===== src/rtl/exc_mask_pkg.sv =====
package exc_mask_pkg;

    parameter int PRIO_W    = 8;
    parameter int PRIO_BITS = 4;
    parameter int NUM_W     = 9;

    localparam int PRIO_LSB = PRIO_W - PRIO_BITS;

    typedef logic [PRIO_W-1:0]    prio_t;
    typedef logic [PRIO_BITS-1:0] level_t;
    typedef logic [NUM_W-1:0]     exc_num_t;

    typedef struct packed {
        logic     valid;
        logic     nmi;
        logic     fault;
        prio_t    prio;
        exc_num_t num;
    } exc_req_t;

    typedef struct packed {
        logic   im;
        logic   fm;
        level_t thr;
    } mask_state_t;

    typedef enum logic [2:0] {
        V_IDLE     = 3'd0,
        V_TAKE_NMI = 3'd1,
        V_TAKE     = 3'd2,
        V_BLK_FM   = 3'd3,
        V_BLK_IM   = 3'd4,
        V_BLK_THR  = 3'd5
    } verdict_e;

    function automatic level_t prio_level(input prio_t p);
        return p[PRIO_W-1 -: PRIO_BITS];
    endfunction

    function automatic logic thr_open(input level_t lvl, input level_t thr);
        return (thr == '0) || (lvl < thr);
    endfunction

    function automatic verdict_e judge(input exc_req_t r, input mask_state_t m);
        verdict_e v;
        if (!r.valid)                              v = V_IDLE;
        else if (r.nmi)                            v = V_TAKE_NMI;
        else if (m.fm)                             v = V_BLK_FM;
        else if (m.im)                             v = V_BLK_IM;
        else if (!thr_open(prio_level(r.prio), m.thr)) v = V_BLK_THR;
        else                                       v = V_TAKE;
        return v;
    endfunction

    function automatic logic is_take(input verdict_e v);
        return (v == V_TAKE) || (v == V_TAKE_NMI);
    endfunction

endpackage


===== src/rtl/exc_mask_regs.sv =====
module exc_mask_regs
    import exc_mask_pkg::*;
(
    input  logic        clk,
    input  logic        rst,
    input  logic        im_we,
    input  logic        im_wdata,
    input  logic        fm_we,
    input  logic        fm_wdata,
    input  logic        thr_we,
    input  prio_t       thr_wdata,
    output mask_state_t masks
);

    mask_state_t st_q;

    always_ff @(posedge clk) begin
        if (rst) begin
            st_q <= '0;
        end else begin
            if (im_we)  st_q.im  <= im_wdata;
            if (fm_we)  st_q.fm  <= fm_wdata;
            if (thr_we) st_q.thr <= prio_level(thr_wdata);
        end
    end

    assign masks = st_q;

endmodule


===== src/rtl/exc_mask_decide.sv =====
module exc_mask_decide
    import exc_mask_pkg::*;
(
    input  exc_req_t    req,
    input  mask_state_t masks,
    output verdict_e    verdict
);

    always_comb begin
        verdict = judge(req, masks);
    end

endmodule


===== src/rtl/exc_take_stage.sv =====
module exc_take_stage
    import exc_mask_pkg::*;
(
    input  logic     clk,
    input  logic     rst,
    input  verdict_e verdict,
    input  exc_num_t num_in,
    output logic     take_o,
    output exc_num_t num_o
);

    logic     take_q;
    exc_num_t num_q;

    always_ff @(posedge clk) begin
        if (rst) begin
            take_q <= 1'b0;
            num_q  <= '0;
        end else begin
            take_q <= is_take(verdict);
            num_q  <= is_take(verdict) ? num_in : '0;
        end
    end

    assign take_o = take_q;
    assign num_o  = num_q;

endmodule


===== src/rtl/exc_mask_filter.sv =====
module exc_mask_filter
    import exc_mask_pkg::*;
(
    input  logic                 clk,
    input  logic                 rst,
    input  logic                 req_valid,
    input  logic [PRIO_W-1:0]    req_prio,
    input  logic [NUM_W-1:0]     req_num,
    input  logic                 req_nmi,
    input  logic                 req_fault,
    input  logic                 im_we,
    input  logic                 im_wdata,
    input  logic                 fm_we,
    input  logic                 fm_wdata,
    input  logic                 thr_we,
    input  logic [PRIO_W-1:0]    thr_wdata,
    output logic                 take_o,
    output logic [NUM_W-1:0]     num_o,
    output logic [PRIO_W-1:0]    thr_rd_o
);

    exc_req_t    req;
    mask_state_t mask_st;
    verdict_e    verdict;

    assign req = '{valid: req_valid, nmi: req_nmi, fault: req_fault,
                   prio: req_prio, num: req_num};

    exc_mask_regs u_regs (
        .clk       (clk),
        .rst       (rst),
        .im_we     (im_we),
        .im_wdata  (im_wdata),
        .fm_we     (fm_we),
        .fm_wdata  (fm_wdata),
        .thr_we    (thr_we),
        .thr_wdata (thr_wdata),
        .masks     (mask_st)
    );

    exc_mask_decide u_decide (
        .req     (req),
        .masks   (mask_st),
        .verdict (verdict)
    );

    exc_take_stage u_take (
        .clk     (clk),
        .rst     (rst),
        .verdict (verdict),
        .num_in  (req.num),
        .take_o  (take_o),
        .num_o   (num_o)
    );

    generate
        if (PRIO_LSB > 0) begin : g_pad
            assign thr_rd_o = {mask_st.thr, {PRIO_LSB{1'b0}}};
        end else begin : g_nopad
            assign thr_rd_o = mask_st.thr;
        end
    endgenerate

endmodule


===== config.mk =====
export PLATFORM = sky130hd
export DESIGN_NAME = exc_mask_filter
export DESIGN_NICKNAME = d
export VERILOG_FILES = /design/src/rtl/exc_mask_pkg.sv /design/src/rtl/exc_mask_regs.sv /design/src/rtl/exc_mask_decide.sv /design/src/rtl/exc_take_stage.sv /design/src/rtl/exc_mask_filter.sv
export SDC_FILE = /design/constraint.sdc
export NUM_CORES = 1
export LEC_CHECK = 0
export BUFFER_PORTS_ARGS = -buffer_cell sky130_fd_sc_hd__buf_2
export CORE_ASPECT_RATIO = 1.5
export CORE_MARGIN = 2
export CORE_UTILIZATION = 34
export DETAILED_ROUTE_END_ITERATION = 6
export GPL_ROUTABILITY_DRIVEN = 0
export PLACE_DENSITY = 0.73
export SETUP_SLACK_MARGIN = 0.2
export SLEW_MARGIN = 15
export SYNTH_ARGS = -nofsm -noshare
export SYNTH_HDL_FRONTEND = slang
export SYNTH_HIERARCHICAL = 1
export SYNTH_SLANG_ARGS = --single-unit

===== constraint.sdc =====
create_clock -name clk -period 2.02 [get_ports clk]
set_clock_uncertainty 0.05 [all_clocks]
set_input_delay 0 -clock clk [delete_from_list [all_inputs] [get_ports clk]]
set_output_delay 0 -clock clk [all_outputs]
set_load 0.02 [all_outputs]

==> metrics.txt, run 1 <==
chip width=40.50 um; Post-Syn Area=679.4 um^2; TritonRoute pass-1 iters=2; Worst Path Arrival=2.03 ns; worst-path cell chain=inv_2 > ha_4 > or3b_4 > a221oi_2 > o41ai_2 > xor2_2 > buf_6 > and3_1; most common cell after layout, fill and taps aside=buf_2; placed cell count=124; Setup crit end kind=flip-flop; slowest stage cell, crit path=or3b_4; Via density=4.595; # IOs=53; Mapped Cells=66; multi-input gate area in the final layout=367.9 um^2; Iteration-0 DRC Markers=6; maximum vdd drop=0.4523 mV; Reg clk slew, reported paths=0.09 ns; CTS tree=built; Post-Route WL=1717 um; Fmax=525.3 MHz; Leakage=0.6514 nW; CP delay by family, top=simple AND/OR/NAND/NOR gates; antenna-violating nets left=0; Die Y=58.75 um; CP startpoint kind=flip-flop; Ys Warns=6; CP peak stage delay=0.37 ns; first-pass GRT wire length=2787 um; Design Power=0.7249 mW; remaining global-route overflow=0; Area growth syn-to-layout=78.45%; CTS HTree Levels=1; drt wl/cell=11.22 um; die footprint=0.002379 mm^2; vias in the first global route=738; most frequent cells in the layout=39 x buf_2, 22 x dlygate4sd3_1, 13 x dfxtp_1, 9 x and3_1; largest net degree at the start of global routing=11; register area=331.6 um^2; setup_tns=0 ns; Pwr per Cell Area=597.9 mW/mm^2; Hold Fails Final Rpt=0; Max Transition Viols Final=0; # port buffers=39; Cell variety after synth=22; Final Critical Period=1.904 ns; TritonCTS buffer count=3; DP Wirelength=1228 um; Max clock buf depth=2; Rows=19; detailed-route via count=703; clock latency on the worst-skew pair=0.27 ns; worst endpoint required time=2.14 ns; Initial Util=0.3664; status=completed; Final Cycle Share=0.9424; clk sink count=16; post-synthesis sequential area ratio=0.4715; initial antenna violation count=0; synthesized area per cell=10.29 um^2; crit path max fanout=10; share of cells above drive strength 1=0.4545; unrepaired setup endpoints after global routing=true; antenna cells=0; Root Buffer=clkbuf_4; Max Cap Viol=0; final non-filler cell total=153; Placeable Area=0.001854 mm^2; GRT Util Overall=0.1723; final setup fails=0; Setup CP Type=flip-flop to flip-flop; fill count=152; Final nets=171; post-synthesis register bit count=16; # DRC=0; Hold Crit Class=input port to flip-flop; Buf/Inv on CP=2
==> Yosys cell counts <==
master,count,share of area
a211o_1,1,0.013
a21o_1,1,0.011
a21oi_1,2,0.015
a221oi_2,1,0.022
and2_2,1,0.011
and3_1,9,0.083
and3b_1,1,0.013
buf_4,4,0.044
clkbuf_2,1,0.0074
conb_1,1,0.0055
dfxtp_1,16,0.47
ha_1,3,0.055
inv_1,5,0.028
mux2i_1,6,0.088
nand2b_1,1,0.0092
nor2_1,7,0.039
nor4_1,1,0.0092
o211a_1,1,0.015
o21ai_0,1,0.0074
o41ai_1,1,0.013
or3b_4,1,0.017
xor2_2,1,0.024
==> path summary, 6_finish.rpt <==
check	startpoint	end	slack (ns)	cells past startpoint
worst min-delay path	rst	u_take/take_o	0.12	3
worst max register to register	u_regs/masks[1]	u_take/num_o[0]	0.12	8
worst max-delay path	u_regs/masks[1]	u_take/num_o[0]	0.12	8
worst min register to register	u_regs/masks[4]	u_take/take_o	0.86	5
==> worst register-to-register path, delay by kind of cell, from the launching register on <==
family | cells | cell delay (ns)
AOI/OAI and AO/OA | 2 | 0.38
DFF | 1 | 0.36
buffers and inverters | 2 | 0.19
adders and majority gates | 1 | 0.15
and+or+nand+nor | 2 | 0.51
xor gates and xnor gates | 1 | 0.16
==> where the power goes <==
part / internal, mW / switching (mW)
Combinational: 0.113 / 0.102
Clock: 0.0715 / 0.0914
Sequential: 0.336 / 0.0104
Total: 0.521 / 0.204
==> flip-flops by register name, summed over array words and instances, names as in the netlist <==
| signal | flops |
|---|---|
| u_regs/masks | 6 |
| u_take/num_o | 9 |
| u_take/take_o | 1 |
==> per-layer routing <==
metal	track usage	vias to the layer above	share of wire	wire [um]
met3	0.02264	2	0.058	99
met1	0.1459	323	0.33	572
li1	-	351	-	-
met5	0	-	0	0
met4	0.08571	0	0.012	20
met2	0.3424	27	0.60	1025
==> cell type report <==
class,instances,share of cell area
repair buffers,64,0.3643
clock inverters,1,0.003096
clock buffers,3,0.01858
flip-flops and latches,16,0.2735
multi-input cells,43,0.3034
inverters,5,0.01548
well taps,21,0.02167
==> through the flow <==
stage	cell area, um^2	setup slack [ns]	hold WS (ns)	utilization
global placement	928.4	0.08903	0.1796	0.5007
CTS	1204	0.05891	0.1319	0.6491
detailed placement	928.4	0.02011	0.1867	0.5007
floorplan	742.0	0.1752	0.01270	-
global route	1212	0.01326	0.1238	0.6538
finish	1212	0.1164	0.1214	0.6538
==> cell families after synthesis <==
family | after synthesis | share of synthesized area
AND/OR/NAND/NOR | 21 | 0.1805
flip-flops | 16 | 0.4715
buffers and inverters | 10 | 0.07919
AO/OA/AOI/OAI | 8 | 0.09576
multiplexers | 6 | 0.08840
adder cells (fa/ha/maj) | 3 | 0.05525
other | 1 | 0.005520
XOR/XNOR | 1 | 0.02395
==> what timing repair did <==
action                                 4_1_cts  5_1_grt
setup endpoints to repair                   10       12
gates cloned                                 0        0
endpoints found under the hold margin       15        0
resized for setup                            1        2
hold buffers                                23        0
pin swaps                                    3        3
setup buffers                                2        1
Note: power is estimated with default switching activity, not from simulation.
==> inputs of run 2 (changes only) <==
Settings changed: ABC_AREA from default to 1, CORE_MARGIN 2 to 10, CORE_UTILIZATION 34 to 35.
==> run 2 against run 1 <==
Compared with the run above:
- the flow now finishes with violations (hold timing)
- sequential share of layout area is 2.7 points lower
- sequential power about the same
- via count grew 22%
- cell area up 8.6%
- combinational power grew 6%
- sequential cell count unchanged
- core utilization shrank 0.45 points
- hold slack got worse by 0.13 ns
- fmax increased by 12%
- largest cell class unchanged
==> metrics.txt, run 2 <==
Root Buffer=clkbuf_4; Setup CP Type=flip-flop to flip-flop; Fmax=587.1 MHz; CP peak stage delay=0.35 ns; multi-input gate area in the final layout=364.1 um^2; fill count=157; register area=324.1 um^2; vias in the first global route=951; post-synthesis register bit count=16; Max Transition Viols Final=0; violated checks=hold timing; top post-synthesis cells by area=dfxtp_1 43%, inv_1 13%, nand2_1 12%, nor2_1 11%, ha_1 5.0%; first-pass GRT wire length=3933 um; DP Wirelength=1598 um; Pint=0.5527 mW; DR top layer=met4; Yosys top cell area share=0.4274; Ys Warns=6; Top FF cell, synth=dfxtp_1; maximum vdd drop=0.4938 mV; count leader, synth=inv_1; setup_tns=0 ns; synthesized area per cell=6.940 um^2; CTS HTree Levels=1; Buf/Inv on CP=2; Iteration-0 DRC Markers=5; Pwr per Cell Area=595.2 mW/mm^2; most frequent cells in the layout=38 x buf_2, 23 x inv_1, 22 x dlygate4sd3_1, 21 x nor2_1, 20 x nand2_1; remaining global-route overflow=0; Hold Fails Final Rpt=1; detailed-route via count=855; worst-path cell chain=inv_2 > ha_4 > nand2_1 > nand2_1 > nand2_1 > nand2_1 > nand2_1 > nand2_2 > a21oi_2 > inv_1 > nand2_2 > nand3_2 > nor2_1; Flop pwr share=0.442; Design Power=0.7834 mW; crit path max fanout=5; most common cell after layout, fill and taps aside=buf_2; CTS tree=built; clk sink count=16; Cell variety after synth=15; Clk network pwr share=0.268; Via density=4.296; Final Critical Period=1.703 ns; Initial Util=0.3698; slowest stage cell, crit path=dfxtp_2; metal3 WL=285 um; combinational power share=0.290; Final nets=216; Post-Syn Area=749.5 um^2; TritonRoute pass-1 iters=4; Util after Layout=0.6494; Post-Route WL=2496 um; CP delay by family, top=simple AND/OR/NAND/NOR gates; number of flip-flops in the largest register=9; Leakage=0.7449 nW; final setup fails=0; post-synthesis sequential area ratio=0.4274; chip width=57.79 um; clock latency on the worst-skew pair=0.29 ns; most frequent CP cell=nand2_1; antenna-violating nets left=0; Post-synth top cells=25 x inv_1, 23 x nand2_1, 22 x nor2_1, 16 x dfxtp_1, 4 x buf_4; drt wl/cell=12.54 um; status=complete, but fails checks; largest net degree at the start of global routing=11; worst endpoint required time=2.20 ns; final hold slack=-0.005294 ns; Reg clk slew, reported paths=0.09 ns; Yosys top cell by area=dfxtp_1; Max clock buf depth=2; EDFF count, synth=0; initial antenna violation count=0; Hold Crit Class=input port to flip-flop; Post-synth ARST share=0; # IOs=53; routed wl met2=1306 um; switching pwr=0.2308 mW; Mapped Cells=108; Worst Path Arrival=1.88 ns; Sw Share=0.2945; TritonCTS buffer count=3; Final Cycle Share=0.8431; antenna cells=0; CP startpoint kind=flip-flop; unrepaired setup endpoints after global routing=false; Placeable Area=0.002027 mm^2; GRT Util Overall=0.1056; share of cells above drive strength 1=0.4068; die footprint=0.004431 mm^2; Max Cap Viol=0; Setup crit end kind=flip-flop; Area growth syn-to-layout=75.63%; Die Y=76.68 um; M1 WL=826 um; # port buffers=39; Rows=20; # DRC=0
-- run 2: kinds of logic after synthesis --
family	synth area share
flops	0.4274
other cells	0.005004
fa+ha+maj	0.05009
compound gates	0.02003
buf+inv	0.1953
simple gates	0.3022
-- run 2: final timing paths --
check	from	end	slack (ns)	cells past startpoint
max	u_regs/masks[1]	u_take/num_o[2]	0.32	13
min	rst	u_regs/masks[0]	-0.005	4
max reg2reg	u_regs/masks[1]	u_take/num_o[2]	0.32	13
min reg2reg	u_regs/masks[0]	u_regs/masks[0]	0.47	2
-- run 2: metal layers --
metal | vias to the layer above | global-route usage
li1 | 435 | -
met1 | 378 | 0.09519
met2 | 35 | 0.1843
met3 | 7 | 0.05931
met4 | 0 | 0.04481
met5 | - | 0
-- run 2: timing repair --
action                                  4_1_cts  5_1_grt
endpoints found under the setup margin        0       13
resized for setup                             0       18
hold endpoints to repair                     15        0
hold buffers                                 25        0
setup buffers                                 0        5
-- run 2: area by class of cell --
class,count,share of cell area
Clock buffer,4,0.02757
Multi-Input combinational cell,63,0.2766
Sequential cell,16,0.2462
Tap cell,22,0.02091
Inverter,28,0.07985
Timing Repair Buffer,66,0.3489
-- run 2: power groups by stage --
stage	Sequential (mW)	Clock, mW	Combinational, mW
2_1_floorplan	0.375	0	0.0837
3_3_place_gp	0.352	0	0.150
3_5_place_dp	0.353	0	0.156
4_1_cts	0.345	0.213	0.196
5_1_grt	0.349	0.232	0.255
6_report	0.346	0.210	0.227
-- run 2: metrics by stage --
step / std cells / cell area (um^2) / hold slack [ns] / worst slack [ns]
after floorplan: 111 / 760.7 / 0.06222 / 0.2997
after global placement: 167 / 942.2 / 0.1629 / 0.3393
after detailed placement: 167 / 942.2 / 0.1697 / 0.2257
after CTS: 196 / 1229 / 0.02117 / 0.2114
after global routing: 199 / 1316 / 0.02058 / 0.1684
final: 199 / 1316 / -0.005294 / 0.3168
-- run 2: worst register-to-register path, stage by stage, from the launching register on --
cell,delay [ns]
dfxtp_2,0.35
inv_2,0.06
ha_4,0.22
nand2_1,0.05
nand2_1,0.05
nand2_1,0.06
nand2_1,0.06
nand2_1,0.08
nand2_2,0.06
a21oi_2,0.17
inv_1,0.07
nand2_2,0.10
nand3_2,0.13
nor2_1,0.13
==> inputs of run 3 (changes only) <==
Settings changed: CORE_ASPECT_RATIO 1.5 to default, CORE_UTILIZATION 35 to 39, PLACE_DENSITY 0.73 to 0.77.
Clock period 2.02 ns to 1.7 ns, I/O delays scaled along.
==> run 3 against run 2 <==
Compared with the run above:
- the run now ends clean
- final cell count grew 1.0%
- global-route usage grew 0.95 points
- sequential power grew 18%
- non-clock buffer count shrank 1
- routed wire length shrank 1.1%
- power grew 15%
- setup slack lost 0.31 ns
- critical endpoint is now u_take/num_o[5]
==> metrics.txt, run 3 (synthesized netlist as in run 2, its figures left out) <==
status=completed; first-pass GRT wire length=3870 um; Die Y=63.84 um; Worst Hold Launch=req_valid; Post-Route WL=2469 um; final setup fails=0; clock latency on the worst-skew pair=0.28 ns; CTS tree=built; maximum vdd drop=0.5918 mV; Fmax=589.8 MHz; Design Power=0.8970 mW; placed cell count=170; Root Buffer=clkbuf_4; Reg2Reg Capture Point=u_take/num_o[5]; Pwr per Cell Area=666.9 mW/mm^2; Final Cycle Share=0.9974; antenna cells=0; crit path max fanout=5; Max clock buf depth=2; Setup CP Type=flip-flop to flip-flop; final non-filler cell total=201; drt wl/cell=12.28 um; Final nets=215; share of cells above drive strength 1=0.4489; detailed-route via count=844; Hold Fails Final Rpt=0; Final Cell Area=0.001345 mm^2; Post-Place Cell Area=0.001013 mm^2; Iteration-0 DRC Markers=13; worst endpoint required time=1.87 ns; unrepaired setup endpoints after global routing=true; Final WS setup=0.004398 ns; DP Wirelength=1524 um; # DRC=0; remaining global-route overflow=0; TritonRoute pass-1 iters=4; Worst Hold End=u_take/num_o[2]; Via density=4.199; die footprint=0.004075 mm^2; Hold Path Depth=7; setup_tns=0 ns; antenna-violating nets left=0; Reg clk slew, reported paths=0.09 ns; Hold Crit Class=input port to flip-flop; Placeable Area=0.001783 mm^2; Util after Layout=0.7544; Rows=15; Worst R2R Path Depth=12; # port buffers=39; GRT Util Overall=0.1151; Setup crit end kind=flip-flop; Final Critical Period=1.696 ns; most common cell after layout, fill and taps aside=buf_2; TritonCTS buffer count=3; Leakage=0.7349 nW; Initial Util=0.4204; # IOs=53; r2r startpoint=u_regs/masks[3]; slowest stage cell, crit path=dfxtp_4; CTS HTree Levels=1; Max Transition Viols Final=0; Max Cap Viol=0; worst-path cell chain=inv_2 > ha_4 > nand2_2 > inv_2 > nand2_1 > nand2_2 > nand3_2 > a21oi_2 > inv_1 > nand2_2 > nand3_4 > nor2_2; CP startpoint kind=flip-flop; chip width=63.84 um; Worst Path Arrival=1.87 ns; vias in the first global route=864; Area growth syn-to-layout=79.47%; most frequent cells in the layout=39 x buf_2, 23 x dlygate4sd3_1, 22 x inv_1, 17 x nand2_1, 17 x nor2_1; most frequent CP cell=nand2_2; CP delay by family, top=simple AND/OR/NAND/NOR gates; Placement Setup Slack=0.08183 ns; initial antenna violation count=0; R2R Setup Slk=0.004 ns; number of flip-flops in the largest register=9; clk sink count=16; CP peak stage delay=0.36 ns; final hold slack=0.2327 ns; largest net degree at the start of global routing=10; Buf/Inv on CP=3
==> run 3: report_power, final <==
group	leakage (nW)	internal (mW)	switching, mW	total (mW)
sequential	0.134	0.398	0.0118	0.410
combinational	0.586	0.132	0.154	0.285
clock	0.0154	0.0850	0.117	0.202
total	0.735	0.615	0.282	0.897
==> run 3: how the worst max path moves through the flow <==
stage | from | end | slack, ns | depth (start not counted)
4_1_cts | u_regs/masks[1] | u_take/num_o[4] | 0.07 | 12
3_5_place_dp | u_regs/masks[3] | u_take/num_o[7] | 0.08 | 12
5_1_grt | u_regs/masks[2] | u_take/num_o[5] | -0.08 | 13
2_1_floorplan | u_regs/masks[3] | u_take/num_o[0] | 0.18 | 13
3_3_place_gp | u_regs/masks[1] | u_take/num_o[0] | 0.13 | 13
6_report | u_regs/masks[3] | u_take/num_o[5] | 0.004 | 12
==> run 3: area by class of cell <==
type,count,area (um^2)
fillers,131,437.9
well taps,25,31.28
clock buffers,3,22.52
clock inverters,1,3.754
repair buffers,65,447.9
flip-flops and latches,16,331.6
multi-input cells,63,397.9
inverters,28,110.1
==> run 3: tightest hold or removal path, delay by kind of cell <==
kind / cells / cell delay (ns)
and+or+nand+nor: 3 / 0.24
buffers and inverters: 3 / 0.23
AOI/OAI and AO/OA: 1 / 0.04
==> run 3: what timing repair did <==
item,4_1_cts,5_1_grt
hold endpoints to repair,15,0
setup buffers,2,1
cloned,1,0
hold buffers,23,0
pin swaps,1,11
resized for setup,2,11
endpoints found under the setup margin,10,10
==> run 3: layer usage <==
metal  GRT usage  wire (um)  up-vias  share of wire
met5           0          0        -              0
met1      0.1022        859      373           0.35
met3     0.06272        239        2          0.097
met4     0.02732         27        0          0.011
li1            -          -      438              -
met2      0.2201       1343       31           0.54
